<file path="src/rtl/dspread_pkg.sv">
`timescale 1ns/1ps
package dspread_pkg;

   // Direction of the triangular profile generator.
   typedef enum logic [1:0] {
      RAMP_IDLE = 2'd0,
      RAMP_UP   = 2'd1,
      RAMP_DOWN = 2'd2
   } ramp_state_e;

   // Output number formats selectable at the top.
   localparam int FMT_UNSIGNED = 0;
   localparam int FMT_SIGNED   = 1;

endpackage

</file>
<file path="src/rtl/dspread_sync.sv">
`timescale 1ns/1ps
module dspread_sync #(
   parameter int   STAGES  = 2,
   parameter logic RST_VAL = 1'b1
) (
   input  logic clk,
   input  logic rst_n,
   input  logic d,
   output logic q
);

   logic [STAGES-1:0] chain_q;

   if (STAGES < 1) begin : g_bad_stages
      $error("dspread_sync: STAGES must be at least 1");
   end

   if (STAGES == 1) begin : g_single
      always_ff @(posedge clk) begin
         if (!rst_n) chain_q <= RST_VAL;
         else        chain_q <= d;
      end
   end else begin : g_multi
      always_ff @(posedge clk) begin
         if (!rst_n) chain_q <= {STAGES{RST_VAL}};
         else        chain_q <= {chain_q[STAGES-2:0], d};
      end
   end

   assign q = chain_q[STAGES-1];

endmodule

</file>
<file path="src/rtl/dspread_cfg.sv">
`timescale 1ns/1ps
module dspread_cfg #(
   parameter int DEPTH_W = 13,
   parameter int OFS_W   = 12,
   parameter int RATE_W  = 16
) (
   input  logic               clk,
   input  logic               rst_n,
   input  logic [DEPTH_W-1:0] depth_in,
   input  logic [RATE_W-1:0]  rate_in,
   output logic [OFS_W-1:0]   depth_q,
   output logic [RATE_W-1:0]  hold_q
);

   logic [OFS_W-1:0]  depth_clip;
   logic [RATE_W-1:0] hold_clip;

   if (DEPTH_W < OFS_W) begin : g_bad_width
      $error("dspread_cfg: DEPTH_W must not be narrower than OFS_W");
   end else if (DEPTH_W == OFS_W) begin : g_no_clip
      assign depth_clip = depth_in;
   end else begin : g_clip
      localparam logic [DEPTH_W-1:0] FULL_EXT =
         {{(DEPTH_W-OFS_W){1'b0}}, {OFS_W{1'b1}}};
      assign depth_clip = (depth_in > FULL_EXT) ? {OFS_W{1'b1}}
                                                : depth_in[OFS_W-1:0];
   end

   // A zero hold count would stall the ramp; the shortest legal hold is one.
   assign hold_clip = (rate_in == '0) ? RATE_W'(1) : rate_in;

   always_ff @(posedge clk) begin
      if (!rst_n) begin
         depth_q <= depth_clip;
         hold_q  <= hold_clip;
      end
   end

   // captured settings do not move once reset is released.
   assert_cfg_frozen_R7: assert property (@(posedge clk) disable iff (!rst_n)
      $past(rst_n) |-> ($stable(depth_q) && $stable(hold_q)));

endmodule

</file>
<file path="src/rtl/dspread_tick.sv">
`timescale 1ns/1ps
module dspread_tick #(
   parameter int RATE_W = 16
) (
   input  logic              clk,
   input  logic              rst_n,
   input  logic              run,
   input  logic [RATE_W-1:0] hold_q,
   output logic              tick
);

   logic [RATE_W-1:0] cnt_q;

   assign tick = run && (cnt_q == hold_q - RATE_W'(1));

   always_ff @(posedge clk) begin
      if (!rst_n)             cnt_q <= '0;
      else if (!run || tick)  cnt_q <= '0;
      else                    cnt_q <= cnt_q + RATE_W'(1);
   end

   // the dwell counter never runs past the captured hold length.
   assert_dwell_bound_R4: assert property (@(posedge clk) disable iff (!rst_n)
      cnt_q < hold_q);

   // an idle ramp keeps its dwell counter cleared.
   assert_dwell_idle_R4: assert property (@(posedge clk) disable iff (!rst_n)
      !run |=> (cnt_q == '0));

endmodule

</file>
<file path="src/rtl/dspread_ramp.sv">
`timescale 1ns/1ps
module dspread_ramp
   import dspread_pkg::*;
#(
   parameter int OFS_W = 12
) (
   input  logic             clk,
   input  logic             rst_n,
   input  logic             req,
   input  logic             tick,
   input  logic [OFS_W-1:0] depth_q,
   output logic [OFS_W-1:0] ofs_q,
   output logic             running
);

   ramp_state_e state_q;

   assign running = (state_q != RAMP_IDLE);

   always_ff @(posedge clk) begin
      if (!rst_n) begin
         state_q <= RAMP_IDLE;
         ofs_q   <= '0;
      end else begin
         unique case (state_q)
            RAMP_IDLE: begin
               if (req && (depth_q != '0)) state_q <= RAMP_UP;
            end
            RAMP_UP: begin
               if (tick) begin
                  ofs_q <= ofs_q + OFS_W'(1);
                  if (ofs_q == depth_q - OFS_W'(1)) state_q <= RAMP_DOWN;
               end
            end
            RAMP_DOWN: begin
               if (tick) begin
                  ofs_q <= ofs_q - OFS_W'(1);
                  // Profile minimum: the only point where the request is honoured.
                  if (ofs_q == OFS_W'(1)) state_q <= req ? RAMP_UP : RAMP_IDLE;
               end
            end
            default: begin
               state_q <= RAMP_IDLE;
               ofs_q   <= '0;
            end
         endcase
      end
   end

   // the offset never passes the programmed depth.
   assert_within_depth_R2: assert property (@(posedge clk) disable iff (!rst_n)
      ofs_q <= depth_q);

   // the offset moves by at most one code per cycle.
   assert_unit_step_R3: assert property (@(posedge clk) disable iff (!rst_n)
      1'b1 |=> ((ofs_q == $past(ofs_q)) ||
                (ofs_q == $past(ofs_q) + OFS_W'(1)) ||
                (ofs_q == $past(ofs_q) - OFS_W'(1))));

   // an idle ramp holds a zero offset.
   assert_idle_zero_R1: assert property (@(posedge clk) disable iff (!rst_n)
      (state_q == RAMP_IDLE) |-> (ofs_q == '0));

   // the ramp only stops from the last downward step with no request.
   assert_stop_at_min_R6: assert property (@(posedge clk) disable iff (!rst_n)
      ((state_q == RAMP_IDLE) && ($past(state_q) == RAMP_DOWN)) |->
         (($past(ofs_q) == OFS_W'(1)) && !$past(req)));

   // a zero depth never starts the ramp.
   assert_zero_depth_R8: assert property (@(posedge clk) disable iff (!rst_n)
      (depth_q == '0) |-> (state_q == RAMP_IDLE));

endmodule

</file>
<file path="src/rtl/dspread_gen.sv">
`timescale 1ns/1ps
module dspread_gen #(
   parameter int OFS_W       = 12,
   parameter int DEPTH_W     = 13,
   parameter int RATE_W      = 16,
   parameter int SYNC_STAGES = 2,
   parameter int OUT_FMT     = 0
) (
   input  logic               clk,
   input  logic               rst_n,
   input  logic               spread_n,
   input  logic [DEPTH_W-1:0] depth_cfg,
   input  logic [RATE_W-1:0]  rate_cfg,
   output logic [OFS_W:0]     freq_ofs,
   output logic               spread_on
);

   localparam int OUT_W = OFS_W + 1;

   if (OFS_W < 2) begin : g_bad_ofs
      $error("dspread_gen: OFS_W must be at least 2");
   end
   if (RATE_W < 1) begin : g_bad_rate
      $error("dspread_gen: RATE_W must be at least 1");
   end
   if ((OUT_FMT != dspread_pkg::FMT_UNSIGNED) && (OUT_FMT != dspread_pkg::FMT_SIGNED)) begin : g_bad_fmt
      $error("dspread_gen: OUT_FMT selects an unknown format");
   end

   logic              spread_n_s;
   logic              req;
   logic [OFS_W-1:0]  depth_q;
   logic [RATE_W-1:0] hold_q;
   logic              tick;
   logic              running;
   logic [OFS_W-1:0]  ofs;

   dspread_sync #(
      .STAGES  (SYNC_STAGES),
      .RST_VAL (1'b1)
   ) u_sync (
      .clk   (clk),
      .rst_n (rst_n),
      .d     (spread_n),
      .q     (spread_n_s)
   );

   assign req = ~spread_n_s;

   dspread_cfg #(
      .DEPTH_W (DEPTH_W),
      .OFS_W   (OFS_W),
      .RATE_W  (RATE_W)
   ) u_cfg (
      .clk      (clk),
      .rst_n    (rst_n),
      .depth_in (depth_cfg),
      .rate_in  (rate_cfg),
      .depth_q  (depth_q),
      .hold_q   (hold_q)
   );

   dspread_tick #(
      .RATE_W (RATE_W)
   ) u_tick (
      .clk    (clk),
      .rst_n  (rst_n),
      .run    (running),
      .hold_q (hold_q),
      .tick   (tick)
   );

   dspread_ramp #(
      .OFS_W (OFS_W)
   ) u_ramp (
      .clk     (clk),
      .rst_n   (rst_n),
      .req     (req),
      .tick    (tick),
      .depth_q (depth_q),
      .ofs_q   (ofs),
      .running (running)
   );

   assign spread_on = running;

   if (OUT_FMT == dspread_pkg::FMT_SIGNED) begin : g_signed
      // Frequency delta as a negative two's complement number.
      assign freq_ofs = ~{1'b0, ofs} + OUT_W'(1);
   end else begin : g_unsigned
      assign freq_ofs = {1'b0, ofs};

      // the unsigned magnitude never carries a sign bit.
      assert_no_upspread_R2: assert property (@(posedge clk) disable iff (!rst_n)
         freq_ofs[OFS_W] == 1'b0);
   end

   // an inactive ramp presents a zero offset at the port.
   assert_off_zero_R1: assert property (@(posedge clk) disable iff (!rst_n)
      !spread_on |-> (freq_ofs == '0));

endmodule

</file>
<file path="config.mk">
export PLATFORM = sky130hd
export DESIGN_NAME = dspread_gen
export DESIGN_NICKNAME = d
export VERILOG_FILES = /design/src/rtl/dspread_pkg.sv /design/src/rtl/dspread_sync.sv /design/src/rtl/dspread_cfg.sv /design/src/rtl/dspread_tick.sv /design/src/rtl/dspread_ramp.sv /design/src/rtl/dspread_gen.sv
export SDC_FILE = /design/constraint.sdc
export NUM_CORES = 1
export LEC_CHECK = 0
export BUFFER_PORTS_ARGS = -buffer_cell sky130_fd_sc_hd__clkbuf_2
export CORE_ASPECT_RATIO = 0.75
export CORE_MARGIN = 1
export CORE_UTILIZATION = 61
export CTS_BUF_LIST = sky130_fd_sc_hd__clkbuf_8
export DETAILED_ROUTE_END_ITERATION = 7
export PLACE_DENSITY = 0.86
export RECOVER_POWER = 50
export SLEW_MARGIN = 20
export SYNTH_ARGS = -nofsm -noshare
export SYNTH_HDL_FRONTEND = slang
export SYNTH_SLANG_ARGS = --single-unit
</file>
<file path="constraint.sdc">
create_clock -name clk -period 5.35 [get_ports clk]
set_input_delay 1.07 -clock clk [delete_from_list [all_inputs] [get_ports clk]]
set_output_delay 1.07 -clock clk [all_outputs]
set_load 0.05 [all_outputs]
</file>
==> flow_summary.ini <==
[setup_path]
arrival_ps = 3630
end_kind = flop
crit_path_max_fanout = 18
r2r_slack_ps = 1990
cpPeakStageDelay_ps = 620
worst-setup-path-type = reg2reg
start_kind = flop
path_cells = or4_4 > nor4_4 > xnor2_1 > or4b_1 > nor4b_2 > o21ai_2 > or3_1 > a21oi_1
required_ps = 5620
critical-path-slowest-cell = or4_4

[clock_network]
ctsHoldBuffers = 0
cts_sinks = 60
cts.path.max_buffers = 2
clk_pin_slew_ps = 70
cts-root-buf = clkbuf_8
numCtsBuffers = 9
post_cts_resized = 0
postCtsSetupBuffers = 0
clk_latency_ps = 340
cts_tree = yes
htreeDepth = 3

[floorplan]
io_pins = 46
fp.dieW_um = 95.43
rows = 25
die_area_um2 = 6878
die_h_um = 72.08
core_um2 = 6319
start_util_pct = 63.21

[final_layout]
drive_above_1_share_pct = 14.46
area_growth_pct = 9.117
multi_input_area_um2 = 2317
final_area_um2 = 4358
n_fill_cell = 508
final_util_pct = 68.97
layout.nets = 528
seqCellArea_um2 = 1481
finalNonFillerCells = 572
diodes = 0

[synthesis]
synthAdderAreaFrac_pct = 3.133
syn_nets = 504
synth-main-ff-cell = dfxtp_1
synth_common_cells = nor2_1, nand2_1, dfxtp_1
synth-seq-cells = 60
synth_top_family_by_area = simple AND/OR/NAND/NOR gates
synth_xor_area_share_pct = 12.06
yosysMostFrequentCell = nor2_1
netlist_top_cells_area = edfxtp_1, dfxtp_1, xnor2_1
synthArstFlopShare_pct = 0
synth-simple-area-share_pct = 27.51
ys_types = 68
yosysWarnings = 0
synth_seq_area_share_pct = 37.09
synthCells = 462
synthMuxAreaShare_pct = 3.070
synth_top_area_share_pct = 21.05
synth_compound_area_share_pct = 12.16
synth_edf_count = 28
synth.avg_cell_area_um2 = 8.645
synth_area_um2 = 3994
yosysTopAreaCell = edfxtp_1

[placement]
portBuffers = 44
place.gp.congestion = 0.9700
place_area_um2 = 4195
dp.cells = 556
dp_hpwl_mm = 6.574

[route]
wl_per_cell_um = 15.10
drt_iter0_markers = 204
first_pass_iters = 5
drt_wl_total_mm = 8.637
drc = 0
vias = 3420
ant_nets = 0
viasPerCell = 5.979

[timing]
max_freq_mhz = 297.6
holdWs_ps = 402.2
period_share_pct = 62.80
rsz0062_at_grt = false
setup_viol = 0
drv_slew = 0
timing.final.crit_period_ps = 3360
relSlewSlack_pct = 9.386
tightest_slew_ps = 1359
skew_ps = 6.965
tns_ps = 0
finalHoldViolCount = 0

[power_and_ir_drop]
p_seq_share_pct = 45.8
power_density_nw_per_um2 = 272.3
power.switching_uw = 374.1
intPower_uw = 812.7
peakVddDrop_uv = 196.6
clkPwrFrac_pct = 31.9
p_comb_share_pct = 22.2
swShare_pct = 31.52
leakage_uw = 0.001590

[run_status]
status = finished clean

[grt]
antenna_found_initial = 0
grt_start_max_net_pins = 29
grt_pass1_wl_mm = 13.93
grt_util_all_layers_pct = 26.62
gr-total-overflow = 0
grt_pass1_vias = 2945

[min_path]
min_path_type = reg2reg

[run]
drv_cap = 0
==> final timing paths <==
kind | start | endpoint | cells past startpoint
worst max-delay path | u_cfg.hold_q[3] | u_ramp.ofs_q[9] | 8
worst min-delay path | u_sync.chain_q[0] | u_sync.chain_q[1] | 1
worst max register to register | u_cfg.hold_q[3] | u_ramp.ofs_q[9] | 8
worst min register to register | u_sync.chain_q[0] | u_sync.chain_q[1] | 1
==> layout by cell type, fill, tap and decap left out, drive strengths merged, types with 5 or more instances in the layout <==
cell,instances
inv,18
nand2,39
nand2b,6
dfxtp,32
xor2,27
mux2i,10
nor2,51
nor2b,6
clkinv,5
nand4,5
and3,7
o21ai,14
nor4,14
a21oi,9
nand3,22
a31oi,5
or2,14
xnor2,28
or3,9
edfxtp,28
a22oi,6
clkbuf,54
ha,10
nor3,15
==> per-stage QoR <==
stage,total power [µW],worst slack [ps]
3_5_place_dp,813.8,2004
2_1_floorplan,751.1,2397
6_report,1187,1990
4_1_cts,1188,1993
5_1_grt,1236,1844
3_3_place_gp,805.2,2181
==> metal layers <==
metal	vias up	global-route usage (%)	wire (µm)
li1	1688	-	-
met1	1581	39.11	4103
met2	133	38.57	3763
met3	18	5.870	630
met4	0	9.453	139
met5	-	0	0
==> cell families (layout without fill, tap and decap cells) <==
family / count (synthesis) / count (layout)
AOI/OAI and AO/OA: 68 / 68
xor gates and xnor gates: 55 / 55
adders and majority gates: 10 / 10
buffers and inverters: 50 / 79
DFF: 60 / 60
muxes: 12 / 12
other: 1 / 1
and+or+nand+nor: 206 / 206
==> final cells by class <==
cell class,count,area share [%]
timing repair buffer,45,4.766
sequential,60,33.99
tap,81,2.326
clock buffer,9,2.842
multi-input combinational,352,53.17
clock inverter,7,1.349
inverter,18,1.550
==> state kept, by name, summed over array words and instances (netlist names) <==
name            flops
u_cfg.depth_q      12
u_cfg.hold_q       16
u_ramp.ofs_q       12
u_ramp.state_q      2
u_sync.chain_q      2
u_tick.cnt_q       16
==> power groups by stage <==
| stage | registers (µW) | logic, µW | clock network [µW] |
|---|---|---|---|
| floorplan | 543 | 208 | 0 |
| global placement | 551 | 254 | 0 |
| detailed placement | 552 | 261 | 0 |
| CTS | 542 | 263 | 383 |
| global route | 548 | 287 | 401 |
| finish | 544 | 264 | 379 |
==> critical path: cells and delay by family, from the launching register on <==
kind | cells | cell delay [ps]
XOR/XNOR | 1 | 120
AO/OA/AOI/OAI | 2 | 430
AND/OR/NAND/NOR | 5 | 2230
flip-flops | 1 | 490
No activity file was read; power rests on OpenSTA's default activity.
